--- config.mk ---
export PLATFORM = sky130hd
export DESIGN_NAME = sc_core
export DESIGN_NICKNAME = d
export VERILOG_FILES = /design/src/rtl/sc_pkg.sv /design/src/rtl/sc_decode.sv /design/src/rtl/sc_regfile.sv /design/src/rtl/sc_alu.sv /design/src/rtl/sc_fetch.sv /design/src/rtl/sc_core.sv
export SDC_FILE = /design/constraint.sdc
export NUM_CORES = 2
export LEC_CHECK = 0
export BUFFER_PORTS_ARGS = -buffer_cell sky130_fd_sc_hd__buf_4
export CAP_MARGIN = 15
export CORE_MARGIN = 2
export CORE_UTILIZATION = 45
export CTS_CLUSTER_SIZE = 20
export DETAILED_ROUTE_END_ITERATION = 12
export HOLD_SLACK_MARGIN = 0.06
export PLACE_DENSITY_LB_ADDON = 0.05
export SYNTH_ARGS = -nofsm -noshare
export SYNTH_HDL_FRONTEND = slang
export SYNTH_HIERARCHICAL = 1
export SYNTH_SLANG_ARGS = --single-unit
--- constraint.sdc ---
create_clock -name clk -period 24 [get_ports clk]
set_input_delay 4.8 -clock clk [delete_from_list [all_inputs] [get_ports clk]]
set_output_delay 4.8 -clock clk [all_outputs]
set_load 0.02 [all_outputs]
--- src/rtl/sc_pkg.sv ---
package sc_pkg;

    localparam logic [5:0] OPC_RTYPE = 6'b000000;
    localparam logic [5:0] OPC_ORI   = 6'b001101;
    localparam logic [5:0] OPC_LOAD  = 6'b100011;
    localparam logic [5:0] OPC_STORE = 6'b101011;
    localparam logic [5:0] OPC_BEQ   = 6'b000100;
    localparam logic [5:0] OPC_JMP   = 6'b000010;
    localparam logic [5:0] FN_ADD    = 6'b100000;
    localparam logic [5:0] FN_SUB    = 6'b100010;

    typedef enum logic [1:0] {
        ALU_ADD = 2'b00,
        ALU_SUB = 2'b01,
        ALU_OR  = 2'b10
    } alu_op_e;

    typedef enum logic [2:0] {
        K_ADD, K_SUB, K_ORI, K_LOAD, K_STORE, K_BEQ, K_JMP, K_NOP
    } ins_kind_e;

    typedef struct packed {
        logic    reg_we;
        logic    dst_rd;
        logic    src_imm;
        logic    ext_sign;
        logic    wb_mem;
        logic    mem_we;
        logic    branch;
        logic    jump;
        alu_op_e alu_op;
    } ctrl_t;

endpackage

--- src/rtl/sc_decode.sv ---
module sc_decode
    import sc_pkg::*;
(
    input  logic [5:0] opcode,
    input  logic [5:0] funct,
    output ins_kind_e  kind,
    output ctrl_t      ctrl
);

    always_comb begin
        unique case (opcode)
            OPC_RTYPE: begin
                if (funct == FN_ADD)      kind = K_ADD;
                else if (funct == FN_SUB) kind = K_SUB;
                else                      kind = K_NOP;
            end
            OPC_ORI:   kind = K_ORI;
            OPC_LOAD:  kind = K_LOAD;
            OPC_STORE: kind = K_STORE;
            OPC_BEQ:   kind = K_BEQ;
            OPC_JMP:   kind = K_JMP;
            default:   kind = K_NOP;
        endcase
    end

    always_comb begin
        ctrl = '{reg_we: 1'b0, dst_rd: 1'b0, src_imm: 1'b0, ext_sign: 1'b0,
                 wb_mem: 1'b0, mem_we: 1'b0, branch: 1'b0, jump: 1'b0,
                 alu_op: ALU_ADD};
        unique case (kind)
            K_ADD: begin
                ctrl.reg_we = 1'b1;
                ctrl.dst_rd = 1'b1;
            end
            K_SUB: begin
                ctrl.reg_we = 1'b1;
                ctrl.dst_rd = 1'b1;
                ctrl.alu_op = ALU_SUB;
            end
            K_ORI: begin
                ctrl.reg_we  = 1'b1;
                ctrl.src_imm = 1'b1;
                ctrl.alu_op  = ALU_OR;
            end
            K_LOAD: begin
                ctrl.reg_we   = 1'b1;
                ctrl.src_imm  = 1'b1;
                ctrl.ext_sign = 1'b1;
                ctrl.wb_mem   = 1'b1;
            end
            K_STORE: begin
                ctrl.src_imm  = 1'b1;
                ctrl.ext_sign = 1'b1;
                ctrl.mem_we   = 1'b1;
            end
            K_BEQ: begin
                ctrl.branch = 1'b1;
                ctrl.alu_op = ALU_SUB;
            end
            K_JMP:   ctrl.jump = 1'b1;
            default: ;
        endcase
    end

endmodule

--- src/rtl/sc_regfile.sv ---
module sc_regfile #(
    parameter int WIDTH = 32,
    parameter int DEPTH = 32,
    localparam int AW = $clog2(DEPTH)
) (
    input  logic             clk,
    input  logic             rst,
    input  logic [AW-1:0]    ra_addr,
    input  logic [AW-1:0]    rb_addr,
    output logic [WIDTH-1:0] ra_data,
    output logic [WIDTH-1:0] rb_data,
    input  logic             wr_en,
    input  logic [AW-1:0]    wr_addr,
    input  logic [WIDTH-1:0] wr_data
);

    logic [WIDTH-1:0] regs [DEPTH];

    always_ff @(posedge clk) begin
        if (rst) begin
            for (int i = 0; i < DEPTH; i++) regs[i] <= '0;
        end else if (wr_en && (wr_addr != '0)) begin
            regs[wr_addr] <= wr_data;
        end
    end

    assign ra_data = (ra_addr == '0) ? '0 : regs[ra_addr];
    assign rb_data = (rb_addr == '0) ? '0 : regs[rb_addr];

endmodule

--- src/rtl/sc_alu.sv ---
module sc_alu
    import sc_pkg::*;
#(
    parameter int WIDTH = 32
) (
    input  alu_op_e          op,
    input  logic [WIDTH-1:0] a,
    input  logic [WIDTH-1:0] b,
    output logic [WIDTH-1:0] y,
    output logic             zero
);

    always_comb begin
        unique case (op)
            ALU_ADD: y = a + b;
            ALU_SUB: y = a - b;
            ALU_OR:  y = a | b;
            default: y = '0;
        endcase
    end

    assign zero = (y == '0);

endmodule

--- src/rtl/sc_fetch.sv ---
module sc_fetch #(
    parameter int WIDTH = 32,
    parameter int TGT_W = 26
) (
    input  logic             clk,
    input  logic             rst,
    input  logic             branch,
    input  logic             equal,
    input  logic             jump,
    input  logic [WIDTH-1:0] offset,
    input  logic [TGT_W-1:0] target,
    output logic [WIDTH-1:0] pc
);

    localparam int HI_W = WIDTH - TGT_W - 2;

    logic [WIDTH-1:0] seq_pc, br_pc, jmp_pc, next_pc;

    assign seq_pc = pc + WIDTH'(4);
    assign br_pc  = seq_pc + {offset[WIDTH-3:0], 2'b00};
    assign jmp_pc = {seq_pc[WIDTH-1 -: HI_W], target, 2'b00};

    always_comb begin
        if (jump)                 next_pc = jmp_pc;
        else if (branch && equal) next_pc = br_pc;
        else                      next_pc = seq_pc;
    end

    always_ff @(posedge clk) begin
        if (rst) pc <= '0;
        else     pc <= next_pc;
    end

endmodule

--- src/rtl/sc_core.sv ---
module sc_core
    import sc_pkg::*;
#(
    parameter int WIDTH = 32,
    parameter int NREGS = 32
) (
    input  logic             clk,
    input  logic             rst,
    output logic [WIDTH-1:0] imem_addr,
    input  logic [WIDTH-1:0] imem_rdata,
    output logic [WIDTH-1:0] dmem_addr,
    output logic [WIDTH-1:0] dmem_wdata,
    output logic             dmem_we,
    input  logic [WIDTH-1:0] dmem_rdata
);

    localparam int RAW   = $clog2(NREGS);
    localparam int IMM_W = 16;
    localparam int TGT_W = 26;

    logic [5:0]       f_op, f_fn;
    logic [RAW-1:0]   f_rs, f_rt, f_rd, dst;
    logic [IMM_W-1:0] f_imm;
    logic [TGT_W-1:0] f_tgt;
    ins_kind_e        kind;
    ctrl_t            ctrl;
    logic [WIDTH-1:0] rs_val, rt_val, ext_imm, opnd_b, alu_y, wb_val;
    logic             alu_zero;

    assign f_op  = imem_rdata[31:26];
    assign f_rs  = imem_rdata[21 +: RAW];
    assign f_rt  = imem_rdata[16 +: RAW];
    assign f_rd  = imem_rdata[11 +: RAW];
    assign f_fn  = imem_rdata[5:0];
    assign f_imm = imem_rdata[IMM_W-1:0];
    assign f_tgt = imem_rdata[TGT_W-1:0];

    sc_decode u_dec (
        .opcode (f_op),
        .funct  (f_fn),
        .kind   (kind),
        .ctrl   (ctrl)
    );

    assign ext_imm = ctrl.ext_sign ? {{(WIDTH-IMM_W){f_imm[IMM_W-1]}}, f_imm}
                                   : {{(WIDTH-IMM_W){1'b0}}, f_imm};
    assign opnd_b  = ctrl.src_imm ? ext_imm : rt_val;
    assign dst     = ctrl.dst_rd ? f_rd : f_rt;
    assign wb_val  = ctrl.wb_mem ? dmem_rdata : alu_y;

    sc_regfile #(.WIDTH(WIDTH), .DEPTH(NREGS)) u_rf (
        .clk     (clk),
        .rst     (rst),
        .ra_addr (f_rs),
        .rb_addr (f_rt),
        .ra_data (rs_val),
        .rb_data (rt_val),
        .wr_en   (ctrl.reg_we),
        .wr_addr (dst),
        .wr_data (wb_val)
    );

    sc_alu #(.WIDTH(WIDTH)) u_alu (
        .op   (ctrl.alu_op),
        .a    (rs_val),
        .b    (opnd_b),
        .y    (alu_y),
        .zero (alu_zero)
    );

    sc_fetch #(.WIDTH(WIDTH), .TGT_W(TGT_W)) u_fetch (
        .clk    (clk),
        .rst    (rst),
        .branch (ctrl.branch),
        .equal  (alu_zero),
        .jump   (ctrl.jump),
        .offset ({{(WIDTH-IMM_W){f_imm[IMM_W-1]}}, f_imm}),
        .target (f_tgt),
        .pc     (imem_addr)
    );

    assign dmem_addr  = alu_y;
    assign dmem_wdata = rt_val;
    assign dmem_we    = ctrl.mem_we;

endmodule

==> run_results.csv <==
group,metric,value,unit
clock_network,cts_hold_buf,0,
routing,drc,0,
global_routing,first_global_vias,41700,
clock_network,root_buffer,"clkbuf_16",
power_and_ir_drop,leakage,0.0251,µW
routing,ant_nets,0,
routing,wl_per_cell,35.6,µm
run_status,outcome,"finished clean",
logic_synthesis,synthesis.area,62300,µm²
layout,fill_cells,11800,
layout,drive_gt1_frac,0.243,
routing,first_pass_iters,6,
sta,setup_tns,0,ns
clock_network,clkSlewWorstSetupHoldPaths,0.06,ns
global_routing,grtUsageMet2,0.516,
power_and_ir_drop,vdd.ir_drop.worst,0.0000838,V
placement,place_congestion,0.932,
routing,drt_iter0_markers,5465,
global_routing,antenna_found_initial,15,
global_routing,use_met3,0.0535,
die,dieArea,141000,µm²
min_path,holdCritPathClass,"reg -> reg",
sta,finalCritPeriodShare,0.752,
sta,slew_headroom,0.118,
clock_network,cts_buffers,118,
layout,final_nets,4764,
clock_network,cts.repair.resized,0,
global_routing,grt_pass1_wl,324000,µm
worst_setup_path,cp.arrival,13.26,ns
clock_network,clock-sinks,1054,
global_routing,grt_use_met1,0.453,
die,die_w,376,µm
worst_setup_path,cp_common_cell,"buf_4",
clock_network,post_cts_buffers,0,
sta,period_needed,18.06,ns
die,core_area,137000,µm²
worst_setup_path,crit_fanout,53,
sta,timing.final.hold_violations,0,
logic_synthesis,postSynthAreaPerCell,13.5,µm²
die,die_h,376,µm
routing,vias_per_cell,6.53,
power_and_ir_drop,powerDensity,76.5,nW/µm²
sta,final-setup-viol-count,0,
placement,portBuffers,160,
layout,post-route-util,0.501,
routing,routed_wirelength,232000,µm
worst_setup_path,cp-start-kind,"primary input",
power_and_ir_drop,total_power,5270,µW
sta,rsz0062_at_grt,"false",
sta,fin_worst_skew,0.0337,ns
layout,layout_commonest_cell,"edfxtp_1",
die,row_count,136,
clock_network,clock_path_buffers,3,
worst_setup_path,critPathCaptureType,"output pin",
worst_setup_path,cp_slowest_stage_delay,0.77,ns
layout,layout_common_cells,"1024 x edfxtp_1, 1002 x and2_1, 472 x mux4_2",
logic_synthesis,yosysWarnings,6,
die,initial_utilization,0.453,
run,drv_cap,0,
layout,synthToLayoutAreaGrowth,10.6,%
worst_setup_path,worstPathRequired,19.20,ns
sta,slew_viol_final,0,
global_routing,gr-total-overflow,0,
routing,vias,42600,
global_routing,grt_use_total,0.326,
sta,worstMarginPinSlew,1.32,ns
logic_synthesis,synthCells,4616,
clock_network,h-tree-depth,3,
placement,dp_hpwl,145000,µm
sta,clock.fmax,0.0554,GHz
worst_setup_path,crit_type,"in -> out",
worst_setup_path,cp_slowest_cell,"buf_4",
die,io_pins,163,
global_routing,grt_max_degree,132,
global_routing,grt-busiest-layer,"met2",
clock_network,clock_latency,0.76,ns
clock_network,cts_tree,"done",
## routing by layer
metal	part of all wire	wire [µm]	vias to the layer above
li1	-	-	17700
met1	0.41	93900	22200
met2	0.46	107000	2351
met3	0.092	21200	369
met4	0.041	9480	4
met5	0.00012	28	-
## sequential cells by signal, indices dropped and copies added (netlist names)
signal / cells
u_rf/regs: 1024
u_fetch/pc: 30
## path summary, 6_finish.rpt
check,start,endpoint,slack [ns],cells after the start
setup / recovery,imem_rdata[18],dmem_addr[30],5.94,25
hold / removal,u_fetch/pc[29],u_fetch/pc[29],0.67,3
setup reg to reg,u_rf/regs[31][4],u_fetch/pc[30],14.70,29
hold reg to reg,u_fetch/pc[29],u_fetch/pc[29],0.67,3
## critical path: cells and delay by family
kind / cells / cell delay [ns]
simple gates: 10 / 3.23
xor+xnor: 2 / 0.28
buf+inv: 5 / 2.12
mux: 1 / 0.36
compound gates: 6 / 1.66
fa+ha+maj: 1 / 0.53
## metrics by stage
| step | worst slack (ns) | hold slack, ns | std cells | instance area, µm² |
|---|---|---|---|---|
| 3_3_place_gp | 5.99 | 0.664 | 6296 | 65100 |
| 2_1_floorplan | 8.51 | 0.714 | 4648 | 62400 |
| 3_5_place_dp | 5.96 | 0.665 | 6300 | 65100 |
| 5_1_grt | 5.50 | 0.725 | 6516 | 68900 |
| 4_1_cts | 5.93 | 0.676 | 6515 | 68900 |
| 6_report | 5.94 | 0.671 | 6516 | 68900 |
## report_power, final
| part | switching (µW) | total [µW] | internal, µW |
|---|---|---|---|
| registers | 35.0 | 2110 | 2080 |
| clock network | 781 | 1830 | 1050 |
| logic | 942 | 1330 | 386 |
| total | 1760 | 5270 | 3520 |
## final cells by class
cell class / instances / area, µm² / share of cell area
antenna: 1 / 2.50 / 0.0000363
clock buffer: 148 / 3110 / 0.0451
clock inverter: 67 / 684 / 0.00993
inverter: 52 / 195 / 0.00283
multi-input combinational: 3099 / 29000 / 0.421
sequential: 1054 / 31400 / 0.455
tap: 1794 / 2240 / 0.0326
timing repair buffer: 301 / 2320 / 0.0336
Power figures use the tool's default switching activity.
